[src/rtl/pexp_spi_pkg.sv]
package pexp_spi_pkg;

   localparam int BYTE_W = 8;
   localparam int CNT_W  = $clog2(BYTE_W);

   typedef enum logic [1:0] {
      PH_CTRL = 2'd0,
      PH_ADDR = 2'd1,
      PH_DATA = 2'd2,
      PH_SKIP = 2'd3
   } phase_t;

   // pointer step: hold, wrap at the top register, or plain count above it
   function automatic logic [BYTE_W-1:0] next_ptr(input logic [BYTE_W-1:0] p,
                                                  input logic [BYTE_W-1:0] top,
                                                  input logic hold);
      if (hold)
         return p;
      if (p == top)
         return '0;
      return p + 1'b1;
   endfunction

endpackage

[src/rtl/pexp_spi_sync.sv]
module pexp_spi_sync #(
   parameter int WIDTH = 3,
   parameter int STAGES = 2,
   parameter logic [WIDTH-1:0] RST_VAL = '0
) (
   input  logic             clk,
   input  logic             rst_n,
   input  logic [WIDTH-1:0] din,
   output logic [WIDTH-1:0] dout
);

   for (genvar g = 0; g < WIDTH; g++) begin : g_bit
      logic [STAGES-1:0] chain;
      always_ff @(posedge clk or negedge rst_n) begin
         if (!rst_n)
            chain <= {STAGES{RST_VAL[g]}};
         else
            chain <= {chain[STAGES-2:0], din[g]};
      end
      assign dout[g] = chain[STAGES-1];
   end

endmodule

[src/rtl/pexp_spi_frame.sv]
module pexp_spi_frame
   import pexp_spi_pkg::*;
#(
   parameter int HW_ADDR_W = 3,
   parameter int PFX_W = BYTE_W - HW_ADDR_W - 1,
   parameter logic [PFX_W-1:0] DEV_PREFIX = 'b0100,
   parameter int MAX_REG_ADDR = 10
) (
   input  logic                 clk,
   input  logic                 rst_n,
   input  logic                 cs_act,
   input  logic                 sck_rise,
   input  logic                 mosi_s,
   input  logic [HW_ADDR_W-1:0] strap,
   input  logic                 addr_en,
   input  logic                 seq_off,
   output logic [BYTE_W-1:0]    reg_addr,
   output logic [BYTE_W-1:0]    reg_wdata,
   output logic                 reg_wr_en,
   output logic                 reg_rd_en,
   output logic                 load_zero,
   output logic                 read_phase
);

   localparam logic [BYTE_W-1:0] TOP = BYTE_W'(MAX_REG_ADDR);

   phase_t            phase;
   logic [CNT_W-1:0]  bit_cnt;
   logic [BYTE_W-2:0] rx_sr;
   logic [BYTE_W-1:0] ptr;
   logic              is_read;

   logic [BYTE_W-1:0] byte_val;
   logic [BYTE_W-1:0] step_ptr;
   logic [BYTE_W-1:0] fetch_addr;
   logic              byte_done;
   logic              ctrl_hit;
   logic              fetch_now;

   always_comb begin
      byte_val   = {rx_sr, mosi_s};
      byte_done  = cs_act && sck_rise && (bit_cnt == CNT_W'(BYTE_W - 1));
      ctrl_hit   = (byte_val[BYTE_W-1 -: PFX_W] == DEV_PREFIX) &&
                   (!addr_en || (byte_val[HW_ADDR_W:1] == strap));
      step_ptr   = next_ptr(ptr, TOP, seq_off);
      fetch_addr = (phase == PH_ADDR) ? byte_val : step_ptr;
      fetch_now  = byte_done && is_read && (phase == PH_ADDR || phase == PH_DATA);
   end

   assign read_phase = (phase == PH_DATA) && is_read;

   always_ff @(posedge clk or negedge rst_n) begin
      if (!rst_n) begin
         phase     <= PH_CTRL;
         bit_cnt   <= '0;
         rx_sr     <= '0;
         ptr       <= '0;
         is_read   <= 1'b0;
         reg_addr  <= '0;
         reg_wdata <= '0;
         reg_wr_en <= 1'b0;
         reg_rd_en <= 1'b0;
         load_zero <= 1'b0;
      end else begin
         reg_wr_en <= 1'b0;
         reg_rd_en <= 1'b0;
         load_zero <= 1'b0;
         if (!cs_act) begin
            phase   <= PH_CTRL;
            bit_cnt <= '0;
         end else if (sck_rise) begin
            rx_sr   <= byte_val[BYTE_W-2:0];
            bit_cnt <= bit_cnt + 1'b1;
            if (byte_done) begin
               case (phase)
                  PH_CTRL: begin
                     phase   <= ctrl_hit ? PH_ADDR : PH_SKIP;
                     is_read <= byte_val[0];
                  end
                  PH_ADDR: begin
                     ptr   <= byte_val;
                     phase <= PH_DATA;
                  end
                  PH_DATA: begin
                     ptr <= step_ptr;
                     if (!is_read && (ptr <= TOP)) begin
                        reg_wr_en <= 1'b1;
                        reg_addr  <= ptr;
                        reg_wdata <= byte_val;
                     end
                  end
                  default: ;
               endcase
               if (fetch_now) begin
                  reg_addr <= fetch_addr;
                  if (fetch_addr <= TOP)
                     reg_rd_en <= 1'b1;
                  else
                     load_zero <= 1'b1;
               end
            end
         end
      end
   end

endmodule

[src/rtl/pexp_spi_txpath.sv]
module pexp_spi_txpath
   import pexp_spi_pkg::*;
(
   input  logic              clk,
   input  logic              rst_n,
   input  logic              cs_act,
   input  logic              sck_fall,
   input  logic              read_phase,
   input  logic              rd_en,
   input  logic              load_zero,
   input  logic [BYTE_W-1:0] rdata,
   output logic              miso
);

   logic [BYTE_W-1:0] hold;
   logic [BYTE_W-1:0] tx;
   logic              pending;

   always_ff @(posedge clk or negedge rst_n) begin
      if (!rst_n) begin
         hold    <= '0;
         tx      <= '0;
         pending <= 1'b0;
      end else if (!cs_act) begin
         tx      <= '0;
         pending <= 1'b0;
      end else begin
         if (sck_fall && read_phase) begin
            if (pending) begin
               tx      <= hold;
               pending <= 1'b0;
            end else begin
               tx <= {tx[BYTE_W-2:0], 1'b0};
            end
         end
         if (rd_en) begin
            hold    <= rdata;
            pending <= 1'b1;
         end else if (load_zero) begin
            hold    <= '0;
            pending <= 1'b1;
         end
      end
   end

   assign miso = tx[BYTE_W-1];

endmodule

[src/rtl/pexp_spi_slave.sv]
module pexp_spi_slave
   import pexp_spi_pkg::*;
#(
   parameter int SYNC_STAGES = 2,
   parameter int HW_ADDR_W = 3,
   parameter logic [BYTE_W-HW_ADDR_W-2:0] DEV_PREFIX = 'b0100,
   parameter int MAX_REG_ADDR = 10
) (
   input  logic                 clk,
   input  logic                 rst_n,
   input  logic                 spi_sck,
   input  logic                 spi_cs_n,
   input  logic                 spi_mosi,
   output logic                 spi_miso,
   output logic                 spi_miso_oe,
   input  logic [HW_ADDR_W-1:0] strap_addr,
   input  logic                 cfg_addr_en,
   input  logic                 cfg_seq_off,
   output logic [BYTE_W-1:0]    reg_addr,
   output logic                 reg_wr_en,
   output logic [BYTE_W-1:0]    reg_wdata,
   output logic                 reg_rd_en,
   input  logic [BYTE_W-1:0]    reg_rdata
);

   localparam int PFX_W = BYTE_W - HW_ADDR_W - 1;

   if (SYNC_STAGES < 2) begin : g_bad_sync
      $error("SYNC_STAGES must be at least 2");
   end
   if (PFX_W < 1) begin : g_bad_addr_w
      $error("HW_ADDR_W leaves no room for the device prefix");
   end
   if (MAX_REG_ADDR < 0 || MAX_REG_ADDR >= (1 << BYTE_W)) begin : g_bad_top
      $error("MAX_REG_ADDR must fit in the register address byte");
   end

   logic [2:0] pins_s;
   logic       sck_s, mosi_s, cs_act;
   logic       sck_prev, sck_rise, sck_fall;
   logic       load_zero, read_phase;

   pexp_spi_sync #(
      .WIDTH  (3),
      .STAGES (SYNC_STAGES),
      .RST_VAL(3'b100)
   ) u_sync (
      .clk (clk),
      .rst_n(rst_n),
      .din ({spi_cs_n, spi_sck, spi_mosi}),
      .dout(pins_s)
   );

   assign cs_act = ~pins_s[2];
   assign sck_s  = pins_s[1];
   assign mosi_s = pins_s[0];

   always_ff @(posedge clk or negedge rst_n) begin
      if (!rst_n)
         sck_prev <= 1'b0;
      else
         sck_prev <= sck_s;
   end

   assign sck_rise = sck_s & ~sck_prev;
   assign sck_fall = ~sck_s & sck_prev;

   pexp_spi_frame #(
      .HW_ADDR_W   (HW_ADDR_W),
      .PFX_W       (PFX_W),
      .DEV_PREFIX  (DEV_PREFIX),
      .MAX_REG_ADDR(MAX_REG_ADDR)
   ) u_frame (
      .clk       (clk),
      .rst_n     (rst_n),
      .cs_act    (cs_act),
      .sck_rise  (sck_rise),
      .mosi_s    (mosi_s),
      .strap     (strap_addr),
      .addr_en   (cfg_addr_en),
      .seq_off   (cfg_seq_off),
      .reg_addr  (reg_addr),
      .reg_wdata (reg_wdata),
      .reg_wr_en (reg_wr_en),
      .reg_rd_en (reg_rd_en),
      .load_zero (load_zero),
      .read_phase(read_phase)
   );

   pexp_spi_txpath u_tx (
      .clk       (clk),
      .rst_n     (rst_n),
      .cs_act    (cs_act),
      .sck_fall  (sck_fall),
      .read_phase(read_phase),
      .rd_en     (reg_rd_en),
      .load_zero (load_zero),
      .rdata     (reg_rdata),
      .miso      (spi_miso)
   );

   assign spi_miso_oe = read_phase;

endmodule

[config.mk]
export PLATFORM = sky130hd
export DESIGN_NAME = pexp_spi_slave
export DESIGN_NICKNAME = d
export VERILOG_FILES = /design/src/rtl/pexp_spi_pkg.sv /design/src/rtl/pexp_spi_sync.sv /design/src/rtl/pexp_spi_frame.sv /design/src/rtl/pexp_spi_txpath.sv /design/src/rtl/pexp_spi_slave.sv
export SDC_FILE = /design/constraint.sdc
export NUM_CORES = 1
export LEC_CHECK = 0
export CORE_AREA = 5 5 138 87
export DETAILED_ROUTE_END_ITERATION = 10
export DIE_AREA = 0 0 143 92
export GPL_ROUTABILITY_DRIVEN = 0
export PLACE_DENSITY = 0.56
export SLEW_MARGIN = 15
export SYNTH_ARGS = -nofsm -noshare
export SYNTH_HDL_FRONTEND = slang
export SYNTH_SLANG_ARGS = --single-unit
export TNS_END_PERCENT = 100
[constraint.sdc]
create_clock -name clk -period 5.7 [get_ports clk]
set_clock_uncertainty 0.1 [all_clocks]
set_input_delay 1.71 -clock clk [delete_from_list [all_inputs] [get_ports clk]]
set_output_delay 1.71 -clock clk [all_outputs]
set_load 0.02 [all_outputs]
==> out/results.md, run 1 <==
## Run status
• **result of the run** finished, final reports clean

## Setup path
• **Arr. time, crit path** 2.16 ns
• **classification of the worst setup path** reg2out
• **Critical Path Source Type** flip-flop
• **Crit. End Element** primary output
• **startpoint of the most critical register-to-register path** u_frame.phase[0]$_DFFE_PN0P_
• **slowest library cell on the worst path** sky130_fd_sc_hd__clkdlybuf4s50_1
• **instance count on the critical path** 4
• **FF-to-FF End** u_frame.reg_wdata[5]$_DFFE_PN0P_
• **Register-to-Register Path Depth** 6
• **Top delay family on crit path** buffers and inverters
• **Buffers & Inverters on Critical Path** 2
• **highest fanout seen on the critical path** 15
• **worst setup path end** spi_miso_oe
• **max incr delay on CP** 0.61 ns
• **critical path data required time** 3.89 ns
• **cell chain of the critical path** inv_1, ha_1, and2_1, clkdlybuf4s50_1
• **Reg2Reg Setup Slack** 2.63 ns
• **timing startpoint of the critical path** u_frame.phase[0]$_DFFE_PN0P_

## Power and ir drop
• **Max rail drop VDD** 148.6 uV
• **total power** 1.099 mW
• **PwrDens** 286.4 nW/um^2
• **Leakage Power** 1.628 nW

## Synthesis
• **most area-hungry cell type in the Yosys netlist** sky130_fd_sc_hd__dfrtp_1
• **Mapped Cells** 290
• **number of synthesized register bits** 64
• **Synth Net Count** 315
• **area share of the largest cell type after synthesis** 50.16%
• **main area contributors after synthesis** sky130_fd_sc_hd__dfrtp_1 (50%), sky130_fd_sc_hd__mux2_2 (5.8%), sky130_fd_sc_hd__mux2i_1 (5.5%)
• **count of flip-flops with a built-in enable after synthesis** 0
• **fraction of registers with async set/reset** 100.0%
• **leading register cell type out of synthesis** sky130_fd_sc_hd__dfrtp_1
• **Post-Syn Area per Cell** 10.67 um^2
• **register area share after synthesis** 51.86%
• **Mapped Area** 3093 um^2
• **Yosys cell types** 46
• **yosys warns** 0

## GRT
• **antenna violations before repair** 0
• **maximum number of pins on one net before global-route repair** 53
• **residual overflow from global routing** 0
• **global router's overall resource usage** 11.43%
• **wire length of the first global-routing pass** 11620 um
• **number of global-route vias before repair** 2129

## Die
• **core box area** 10490 um^2
• **Site Rows** 29
• **die boundary height** 92 um
• **Initial Utilization** 29.50%
• **Total Die Area** 13160 um^2
• **I/O pin cnt** 38
• **Die W** 143 um

## CTS
• **number of buffers created by CTS** 9
• **clock tree from TritonCTS** yes
• **htree depth** 3
• **CTS resizes** 0
• **Reg clk slew, reported paths** 0.05 ns
• **number of hold buffers added after CTS** 0
• **count of buffers added by post-CTS timing repair for setup** 0
• **# clock sinks** 64
• **library cell used as clock root buffer** sky130_fd_sc_hd__clkbuf_16
• **clock latency on the worst-skew pair** 0.33 ns
• **maximum count of clock buffers along a single path** 2

## Timing
• **slew margin rel.** 34.96%
• **final period demand of the worst path** 3.972 ns
• **Finish-stage setup viols** 0
• **final count of hold timing violations** 0
• **smallest hold slack** 0.2523 ns
• **Tightest Pin Transition** 0.9729 ns
• **crit share post-route** 69.68%
• **Pins Over Slew Limit** 0
• **total negative slack** 0 ns
• **top achievable clock speed** 251.8 MHz
• **setup repair after global routing missed its margin** false

## Route
• **Initial DRC Count** 169
• **number of iterations in the first detailed-routing pass** 4
• **Detailed Route WL** 7131 um
• **vias after detailed routing** 2241
• **DR DRC count** 0
• **wire length per cell after detailed routing** 15.40 um
• **number of routed nets with antenna violations** 0
• **vias per cell** 4.840

## Min path
• **Hold Crit Depth** 0
• **class of the most critical hold timing path** reg2reg
• **startpoint of the tightest hold check path** u_sync.g_bit[2].chain[0]$_DFF_PN1_

## Placement
• **cell count after placement** 447
• **dpl cell area** 3562 um^2
• **count of buffers from port buffering** 37
• **placed wire-length estimate** 5085 um

## Cells and area
• **number of nets at the end of the flow** 344
• **Post-Layout Inst Area** 3836 um^2
• **commonest non-fill, non-tap cell in the layout** sky130_fd_sc_hd__dfrtp_1
• **commonest non-fill, non-tap cells in the layout** sky130_fd_sc_hd__dfrtp_1 (62), sky130_fd_sc_hd__clkdlybuf4s50_1 (36), sky130_fd_sc_hd__nor2_1 (24), sky130_fd_sc_hd__a21oi_1 (18), sky130_fd_sc_hd__mux2i_1 (17)
• **total inserted antenna cells** 0
• **P&R area growth vs syn** 24.03%
• **number of inserted filler cells in the final layout** 1039
• **Post-Layout Cell Count** 463
• **layout cell share with drive strength beyond 1** 14.20%

## Flow run
• **max-cap violation count** 0

-- kinds of logic (layout without fill, tap and decap cells) --
kind of cell	count (synthesis)	in the layout	share of synthesized area, %
buffers and inverters	27	61	3.358
adders and majority gates	7	7	2.832
AOI/OAI and AO/OA	65	65	14.12
xor gates and xnor gates	9	9	2.548
and+or+nand+nor	85	85	13.96
DFF	64	64	51.86
muxes	33	33	11.33
-- sequential cells by signal, indices dropped and copies added (netlist names) --
signal,count
u_frame.ptr,8
u_frame.reg_addr,8
u_frame.reg_wdata,8
u_tx.hold,8
u_tx.tx,8
u_frame.rx_sr,7
u_sync.g_bit.chain,6
u_frame.bit_cnt,3
u_frame.phase,2
sck_prev,1
u_frame.is_read,1
u_frame.load_zero,1
u_frame.reg_rd_en,1
u_frame.reg_wr_en,1
u_tx.pending,1
-- power by group --
| part | internal (mW) | switching (mW) |
|---|---|---|
| Clock | 0.302 | 0.196 |
| Sequential | 0.479 | 0.0489 |
| Combinational | 0.0421 | 0.0306 |
| Total | 0.823 | 0.276 |
-- worst min path at each step --
stage                                         end  slack [ns]
3_3_place_gp   u_sync.g_bit[0].chain[1]$_DFF_PN0_        0.23
2_1_floorplan  u_sync.g_bit[0].chain[1]$_DFF_PN0_        0.23
6_report       u_sync.g_bit[2].chain[1]$_DFF_PN1_        0.25
5_1_grt        u_sync.g_bit[2].chain[1]$_DFF_PN1_        0.26
4_1_cts        u_sync.g_bit[2].chain[1]$_DFF_PN1_        0.25
3_5_place_dp   u_sync.g_bit[1].chain[1]$_DFF_PN0_        0.24
-- Yosys cell counts, drive strengths merged (4+ instances only) --
master / count
dfrtp: 62
nor2: 25
a21oi: 20
mux2i: 17
clkbuf: 16
mux2: 16
nand2: 16
o21ai: 15
nand3: 13
a22o: 8
a211oi: 7
ha: 7
inv: 7
nor2b: 6
nand2b: 5
xor2: 5
and3: 4
buf: 4
xnor2: 4
-- metrics by stage --
step | worst slack [ns] | util [%]
final | 1.728 | 36.58
after global routing | 1.622 | 36.58
after CTS | 1.707 | 36.58
after detailed placement | 1.734 | 33.97
after global placement | 1.800 | 33.97
after floorplan | 2.420 | -
-- layout make-up --
class	count	area [um^2]	share of cell area, %
Clock buffer	10	239.0	6.230
Sequential cell	64	1604	41.81
Inverter	7	26.28	0.6849
Multi-Input combinational cell	199	1385	36.11
Timing Repair Buffer	38	372.9	9.720
Clock inverter	6	35.03	0.9132
Tap cell	139	173.9	4.534
-- layer usage --
| metal | track usage (%) | wire length, um | vias to the layer above |
|---|---|---|---|
| met5 | 0 | 0 | - |
| met4 | 4.035 | 100 | 0 |
| met3 | 4.522 | 488 | 10 |
| met2 | 13.48 | 2639 | 65 |
| met1 | 18.02 | 3902 | 1070 |
| li1 | - | - | 1096 |
(Power assumes the default switching activity.)
==> run 2, diff against run 1 <==
--- a/config.mk
+++ b/config.mk
@@ -9,7 +9,7 @@
 export DETAILED_ROUTE_END_ITERATION = 10
 export DIE_AREA = 0 0 143 92
 export GPL_ROUTABILITY_DRIVEN = 0
-export PLACE_DENSITY = 0.56
+export PLACE_DENSITY = 0.57
 export SLEW_MARGIN = 15
 export SYNTH_ARGS = -nofsm -noshare
 export SYNTH_HDL_FRONTEND = slang
==> constraint.sdc (replaced) <==
create_clock -name clk -period 3.24 [get_ports clk]
set_clock_uncertainty 0.1 [all_clocks]
set_input_delay 0.972 -clock clk [delete_from_list [all_inputs] [get_ports clk]]
set_output_delay 0.972 -clock clk [all_outputs]
set_load 0.02 [all_outputs]
==> out/results.md, run 2 (synthesis gave the netlist of run 1 again) <==
## Cells and area
• **number of inserted filler cells in the final layout** 1050, was 1039
• **layout cell share with drive strength beyond 1** 16.22%, was 14.20%
• **number of nets at the end of the flow** 353, was 344
• **P&R area growth vs syn** 27.02%, was 24.03%
• **commonest non-fill, non-tap cell in the layout** sky130_fd_sc_hd__dfrtp_1, unchanged
• **commonest non-fill, non-tap cells in the layout** sky130_fd_sc_hd__dfrtp_1 (62), sky130_fd_sc_hd__clkdlybuf4s50_1 (36), sky130_fd_sc_hd__nor2_1 (24), sky130_fd_sc_hd__a21oi_1 (18), sky130_fd_sc_hd__mux2i_1 (17), unchanged
• **total inserted antenna cells** 0, unchanged

## Timing
• **setup repair after global routing missed its margin** false, unchanged
• **Tightest Pin Transition** 0.6663 ns, was 0.9729 ns
• **final period demand of the worst path** 2.870 ns
• **total negative slack** 0 ns, unchanged
• **crit share post-route** 88.57%
• **final count of hold timing violations** 0, unchanged
• **slew margin rel.** 55.58%, was 34.96%
• **Pins Over Slew Limit** 0, unchanged
• **top achievable clock speed** 348.5 MHz
• **Finish-stage setup viols** 0, unchanged

## Die
• **Die W** 143 um, unchanged
• **core box area** 10490 um^2, unchanged
• **Total Die Area** 13160 um^2, unchanged
• **I/O pin cnt** 38, unchanged
• **Initial Utilization** 29.50%, unchanged
• **Site Rows** 29, unchanged
• **die boundary height** 92 um, unchanged

## Power and ir drop
• **portion of total power attributed to sequential cells** 46.0%, was 48.0%
• **Leakage Power** 1.685 nW, was 1.628 nW
• **share of total power consumed by net switching** 23.85%, was 25.09%
• **switching component of the power** 0.4802 mW, was 0.2756 mW
• **Max rail drop VDD** 249.9 uV, was 148.6 uV
• **combinational group share of total power** 6.6%, about the same
• **Cell Int Power** 1.533 mW, was 0.8230 mW
• **PwrDens** 512.5 nW/um^2, was 286.4 nW/um^2
• **Clock power frac** 47.4%, was 45.4%
• **total power** 2.013 mW, was 1.099 mW

## Route
• **vias per cell** 4.820, was 4.840
• **number of routed nets with antenna violations** 0, unchanged
• **wire length per cell after detailed routing** 15.35 um, was 15.40 um
• **vias after detailed routing** 2275, was 2241
• **Detailed Route WL** 7246 um, was 7131 um
• **DR DRC count** 0, unchanged
• **number of iterations in the first detailed-routing pass** 6, was 4
• **Initial DRC Count** 139, was 169

## GRT
• **antenna violations before repair** 0, unchanged
• **wire length of the first global-routing pass** 12280 um, was 11620 um
• **residual overflow from global routing** 0, unchanged
• **maximum number of pins on one net before global-route repair** 31, was 53
• **number of global-route vias before repair** 2392, was 2129
• **global router's overall resource usage** 11.94%, was 11.43%

## Placement
• **count of buffers from port buffering** 37, unchanged
• **placed wire-length estimate** 5275 um, was 5085 um

## CTS
• **number of buffers created by CTS** 9, unchanged
• **Reg clk slew, reported paths** 0.05 ns, about the same
• **CTS resizes** 0, unchanged
• **# clock sinks** 64, unchanged
• **clock latency on the worst-skew pair** 0.33 ns, about the same
• **htree depth** 3, unchanged
• **clock tree from TritonCTS** yes, unchanged
• **count of buffers added by post-CTS timing repair for setup** 0, unchanged
• **library cell used as clock root buffer** sky130_fd_sc_hd__clkbuf_16, unchanged
• **maximum count of clock buffers along a single path** 2, unchanged
• **number of hold buffers added after CTS** 0, unchanged

## Setup path
• **Crit. End Element** primary output, unchanged
• **Top delay family on crit path** buffers and inverters, unchanged
• **Buffers & Inverters on Critical Path** 2, unchanged
• **critical path data required time** 2.17 ns, was 3.89 ns
• **Critical Path Source Type** flip-flop, unchanged
• **slowest library cell on the worst path** sky130_fd_sc_hd__clkdlybuf4s50_1, unchanged
• **Arr. time, crit path** 1.80 ns, was 2.16 ns
• **highest fanout seen on the critical path** 3, was 15
• **cell chain of the critical path** inv_1, ha_1, and2_1, clkdlybuf4s50_1, unchanged
• **classification of the worst setup path** reg2out, unchanged
• **max incr delay on CP** 0.62 ns, was 0.61 ns

## Flow run
• **max-cap violation count** 0, unchanged

## Min path
• **class of the most critical hold timing path** reg2reg, unchanged

## Run status
• **result of the run** finished, final reports clean, unchanged

-- run 2: power groups by stage --
stage / combinational (mW) / sequential, mW / clock [mW]
floorplan: 0.0840 / 0.898 / 0
global placement: 0.130 / 0.938 / 0
detailed placement: 0.134 / 0.939 / 0
CTS: 0.135 / 0.925 / 0.987
global route: 0.151 / 0.934 / 1.02
finish: 0.133 / 0.926 / 0.954
-- run 2: layout make-up --
type                            count  area (um^2)  share of cell area, %
Clock buffer                       11        242.7                  6.178
Clock inverter                      5        56.30                  1.433
Inverter                            7        26.28                 0.6688
Multi-Input combinational cell    199         1385                  35.25
Sequential cell                    64         1604                  40.83
Tap cell                          139        173.9                  4.427
Timing Repair Buffer               47        440.4                  11.21
-- run 2: metal layers --
layer  GRT usage, %  vias to the layer above  routed length, um
met2          15.55                       57               2828
met1          17.69                     1101               3852
met4          4.193                        0                 82
met3          4.626                       11                481
met5              0                        -                  0
li1               -                     1106                  -
-- run 2: worst paths after layout --
kind / endpoint / from / cells past startpoint / slack, ns
setup / recovery: spi_miso_oe / u_frame.phase[0]$_DFFE_PN0P_ / 4 / 0.37
setup reg to reg: u_frame.reg_rd_en$_DFF_PN0_ / u_frame.ptr[5]$_DFFE_PN0P_ / 6 / 0.69
hold / removal: u_sync.g_bit[1].chain[1]$_DFF_PN0_ / u_sync.g_bit[1].chain[0]$_DFF_PN0_ / 0 / 0.25
min in group asynchronous: u_tx.hold[5]$_DFFE_PN0P_ / rst_n / 1 / 0.57
max in group asynchronous: u_frame.ptr[2]$_DFFE_PN0P_ / rst_n / 2 / 1.73
hold reg to reg: u_sync.g_bit[1].chain[1]$_DFF_PN0_ / u_sync.g_bit[1].chain[0]$_DFF_PN0_ / 0 / 0.25
-- run 2: metrics by stage --
stage	hold slack, ns	utilization, %	cell area, um^2	worst slack (ns)	cells
6_report	0.2474	37.47	3929	0.3703	472
5_1_grt	0.2519	37.47	3929	0.2673	472
4_1_cts	0.2496	37.47	3929	0.3368	472
3_5_place_dp	0.2379	34.61	3630	0.1440	456
3_3_place_gp	0.2342	34.61	3630	0.1793	456
2_1_floorplan	0.2312	-	3093	0.6984	290
==> run 3, diff against run 2 <==
--- a/config.mk
+++ b/config.mk
@@ -10,6 +10,7 @@
 export DIE_AREA = 0 0 143 92
 export GPL_ROUTABILITY_DRIVEN = 0
 export PLACE_DENSITY = 0.57
+export SETUP_SLACK_MARGIN = 0.4
 export SLEW_MARGIN = 15
 export SYNTH_ARGS = -nofsm -noshare
 export SYNTH_HDL_FRONTEND = slang
==> out/results.md, run 3 (synthesis gave the netlist of run 1 again) <==
## Run status
• **result of the run** finished, final reports clean, unchanged

## Route
• **Detailed Route WL** 7294 um, was 7246 um
• **number of routed nets with antenna violations** 0, unchanged
• **wire length per cell after detailed routing** 15.42 um, was 15.35 um
• **Initial DRC Count** 139, unchanged
• **DR top layer** met4, unchanged
• **number of iterations in the first detailed-routing pass** 5, was 6
• **vias after detailed routing** 2290, was 2275
• **Detail Route met3 WL** 553 um, was 481 um
• **sum of routed wire segments on met1** 3798 um, was 3852 um
• **met2 wire length** 2852 um, was 2828 um
• **DR DRC count** 0, unchanged
• **vias per cell** 4.841, was 4.820

## GRT
• **residual overflow from global routing** 0, unchanged
• **wire length of the first global-routing pass** 12280 um, unchanged
• **maximum number of pins on one net before global-route repair** 31, unchanged
• **global router's overall resource usage** 11.94%, unchanged
• **number of global-route vias before repair** 2392, unchanged
• **antenna violations before repair** 0, unchanged

## Setup path
• **critical path data required time** 3.33 ns, was 2.17 ns
• **worst setup path end** u_frame.reg_rd_en$_DFF_PN0_, was spi_miso_oe
• **FF-to-FF End** u_frame.reg_rd_en$_DFF_PN0_, unchanged
• **Crit. End Element** flip-flop, was primary output
• **Arr. time, crit path** 2.84 ns, was 1.80 ns
• **timing startpoint of the critical path** cfg_seq_off, was u_frame.phase[0]$_DFFE_PN0P_
• **startpoint of the most critical register-to-register path** u_frame.ptr[5]$_DFFE_PN0P_, unchanged
• **Reg2Reg Setup Slack** 0.71 ns, was 0.69 ns
• **highest fanout seen on the critical path** 8, was 3
• **Register-to-Register Path Depth** 6, unchanged
• **classification of the worst setup path** in2reg, was reg2out
• **Critical Path Source Type** primary input, was flip-flop

## Timing
• **crit share post-route** 84.85%, was 88.57%
• **setup repair after global routing missed its margin** false, unchanged
• **Tightest Pin Transition** 0.6660 ns, was 0.6663 ns
• **Finish-stage setup viols** 0, unchanged
• **total negative slack** 0 ns, unchanged
• **top achievable clock speed** 363.8 MHz, was 348.5 MHz
• **slew margin rel.** 55.60%, was 55.58%
• **final count of hold timing violations** 0, unchanged
• **final period demand of the worst path** 2.749 ns, was 2.870 ns
• **Pins Over Slew Limit** 0, unchanged

## CTS
• **# clock sinks** 64, unchanged
• **clock latency on the worst-skew pair** 0.33 ns, about the same
• **htree depth** 3, unchanged
• **clock tree from TritonCTS** yes, unchanged
• **Reg clk slew, reported paths** 0.05 ns, about the same
• **number of buffers created by CTS** 9, unchanged
• **maximum count of clock buffers along a single path** 2, unchanged
• **library cell used as clock root buffer** sky130_fd_sc_hd__clkbuf_16, unchanged
• **number of hold buffers added after CTS** 0, unchanged

## Power and ir drop
• **Max rail drop VDD** 250.8 uV, was 249.9 uV
• **Clock power frac** 47.4%, about the same
• **total power** 2.014 mW, was 2.013 mW
• **share of total power consumed by net switching** 23.87%, was 23.85%
• **combinational group share of total power** 6.6%, about the same
• **Cell Int Power** 1.533 mW, about the same
• **switching component of the power** 0.4807 mW, was 0.4802 mW
• **Leakage Power** 1.698 nW, was 1.685 nW
• **portion of total power attributed to sequential cells** 46.0%, about the same
• **PwrDens** 509.2 nW/um^2, was 512.5 nW/um^2

## Die
• **Die W** 143 um, unchanged
• **I/O pin cnt** 38, unchanged
• **die boundary height** 92 um, unchanged
• **Site Rows** 29, unchanged
• **Total Die Area** 13160 um^2, unchanged
• **core box area** 10490 um^2, unchanged
• **Initial Utilization** 29.50%, unchanged

## Min path
• **class of the most critical hold timing path** reg2reg, unchanged
• **Hold Crit Depth** 0, unchanged
• **startpoint of the tightest hold check path** u_sync.g_bit[1].chain[0]$_DFF_PN0_, unchanged

## Placement
• **placed wire-length estimate** 5275 um, unchanged
• **count of buffers from port buffering** 37, unchanged

## Cells and area
• **commonest non-fill, non-tap cell in the layout** sky130_fd_sc_hd__dfrtp_1, unchanged
• **layout cell share with drive strength beyond 1** 17.37%, was 16.22%
• **number of nets at the end of the flow** 354, was 353
• **commonest non-fill, non-tap cells in the layout** sky130_fd_sc_hd__dfrtp_1 (62), sky130_fd_sc_hd__clkdlybuf4s50_1 (35), sky130_fd_sc_hd__nor2_1 (24), sky130_fd_sc_hd__a21oi_1 (18), sky130_fd_sc_hd__mux2i_1 (17), was sky130_fd_sc_hd__dfrtp_1 (62), sky130_fd_sc_hd__clkdlybuf4s50_1 (36), sky130_fd_sc_hd__nor2_1 (24), sky130_fd_sc_hd__a21oi_1 (18), sky130_fd_sc_hd__mux2i_1 (17)
• **total inserted antenna cells** 0, unchanged
• **P&R area growth vs syn** 27.87%, was 27.02%

## Flow run
• **max-cap violation count** 0, unchanged

run 3: final cells by class:
type                       count  area [um^2]
timing repair buffer          48        446.7
clock inverter                 5        56.30
sequential                    64         1604
clock buffer                  11        242.7
multi-input combinational    199         1405
tap                          139        173.9
fill                        1048         6531
inverter                       7        26.28
run 3: per-stage QoR:
stage          hold slack (ns)  std cells  setup WS [ns]  util (%)  instance area, um^2
2_1_floorplan           0.2312        290         0.6984         -                 3093
3_3_place_gp            0.2342        456         0.1793     34.61                 3630
3_5_place_dp            0.2379        456         0.1440     34.61                 3630
4_1_cts                 0.2496        472         0.4849     37.45                 3928
5_1_grt                 0.2519        473         0.4167     37.72                 3955
6_report                0.2474        473         0.4909     37.72                 3955
run 3: worst min-delay path by stage:
stage	end	slack, ns
5_1_grt	u_sync.g_bit[1].chain[1]$_DFF_PN0_	0.25
3_5_place_dp	u_sync.g_bit[1].chain[1]$_DFF_PN0_	0.24
4_1_cts	u_sync.g_bit[1].chain[1]$_DFF_PN0_	0.25
6_report	u_sync.g_bit[1].chain[1]$_DFF_PN0_	0.25
2_1_floorplan	u_sync.g_bit[0].chain[1]$_DFF_PN0_	0.23
3_3_place_gp	u_sync.g_bit[0].chain[1]$_DFF_PN0_	0.23
run 3: timing repair:
action                                  4_1_cts  5_1_grt
gates resized for setup                       1        4
setup buffers                                 0        1
endpoints found under the setup margin        1        2
run 3: routing by layer:
metal | up-vias | track usage [%]
met5 | - | 0
li1 | 1107 | -
met1 | 1098 | 17.69
met2 | 72 | 15.55
met4 | 0 | 4.193
met3 | 13 | 4.626
run 3: worst max-delay path, cell delays in order:
cell,delay [ns]
sky130_fd_sc_hd__clkdlybuf4s50_1,0.52
sky130_fd_sc_hd__and4b_2,0.40
sky130_fd_sc_hd__nand3_1,0.16
sky130_fd_sc_hd__xor2_1,0.17
sky130_fd_sc_hd__o21ai_0,0.39
sky130_fd_sc_hd__a2111oi_4,0.09
sky130_fd_sc_hd__nor2b_1,0.15
run 3: power by group through the flow:
stage / logic [mW] / registers (mW) / clock network, mW
3_3_place_gp: 0.130 / 0.938 / 0
3_5_place_dp: 0.134 / 0.939 / 0
6_report: 0.134 / 0.926 / 0.955
2_1_floorplan: 0.0840 / 0.898 / 0
4_1_cts: 0.135 / 0.925 / 0.987
5_1_grt: 0.152 / 0.933 / 1.02
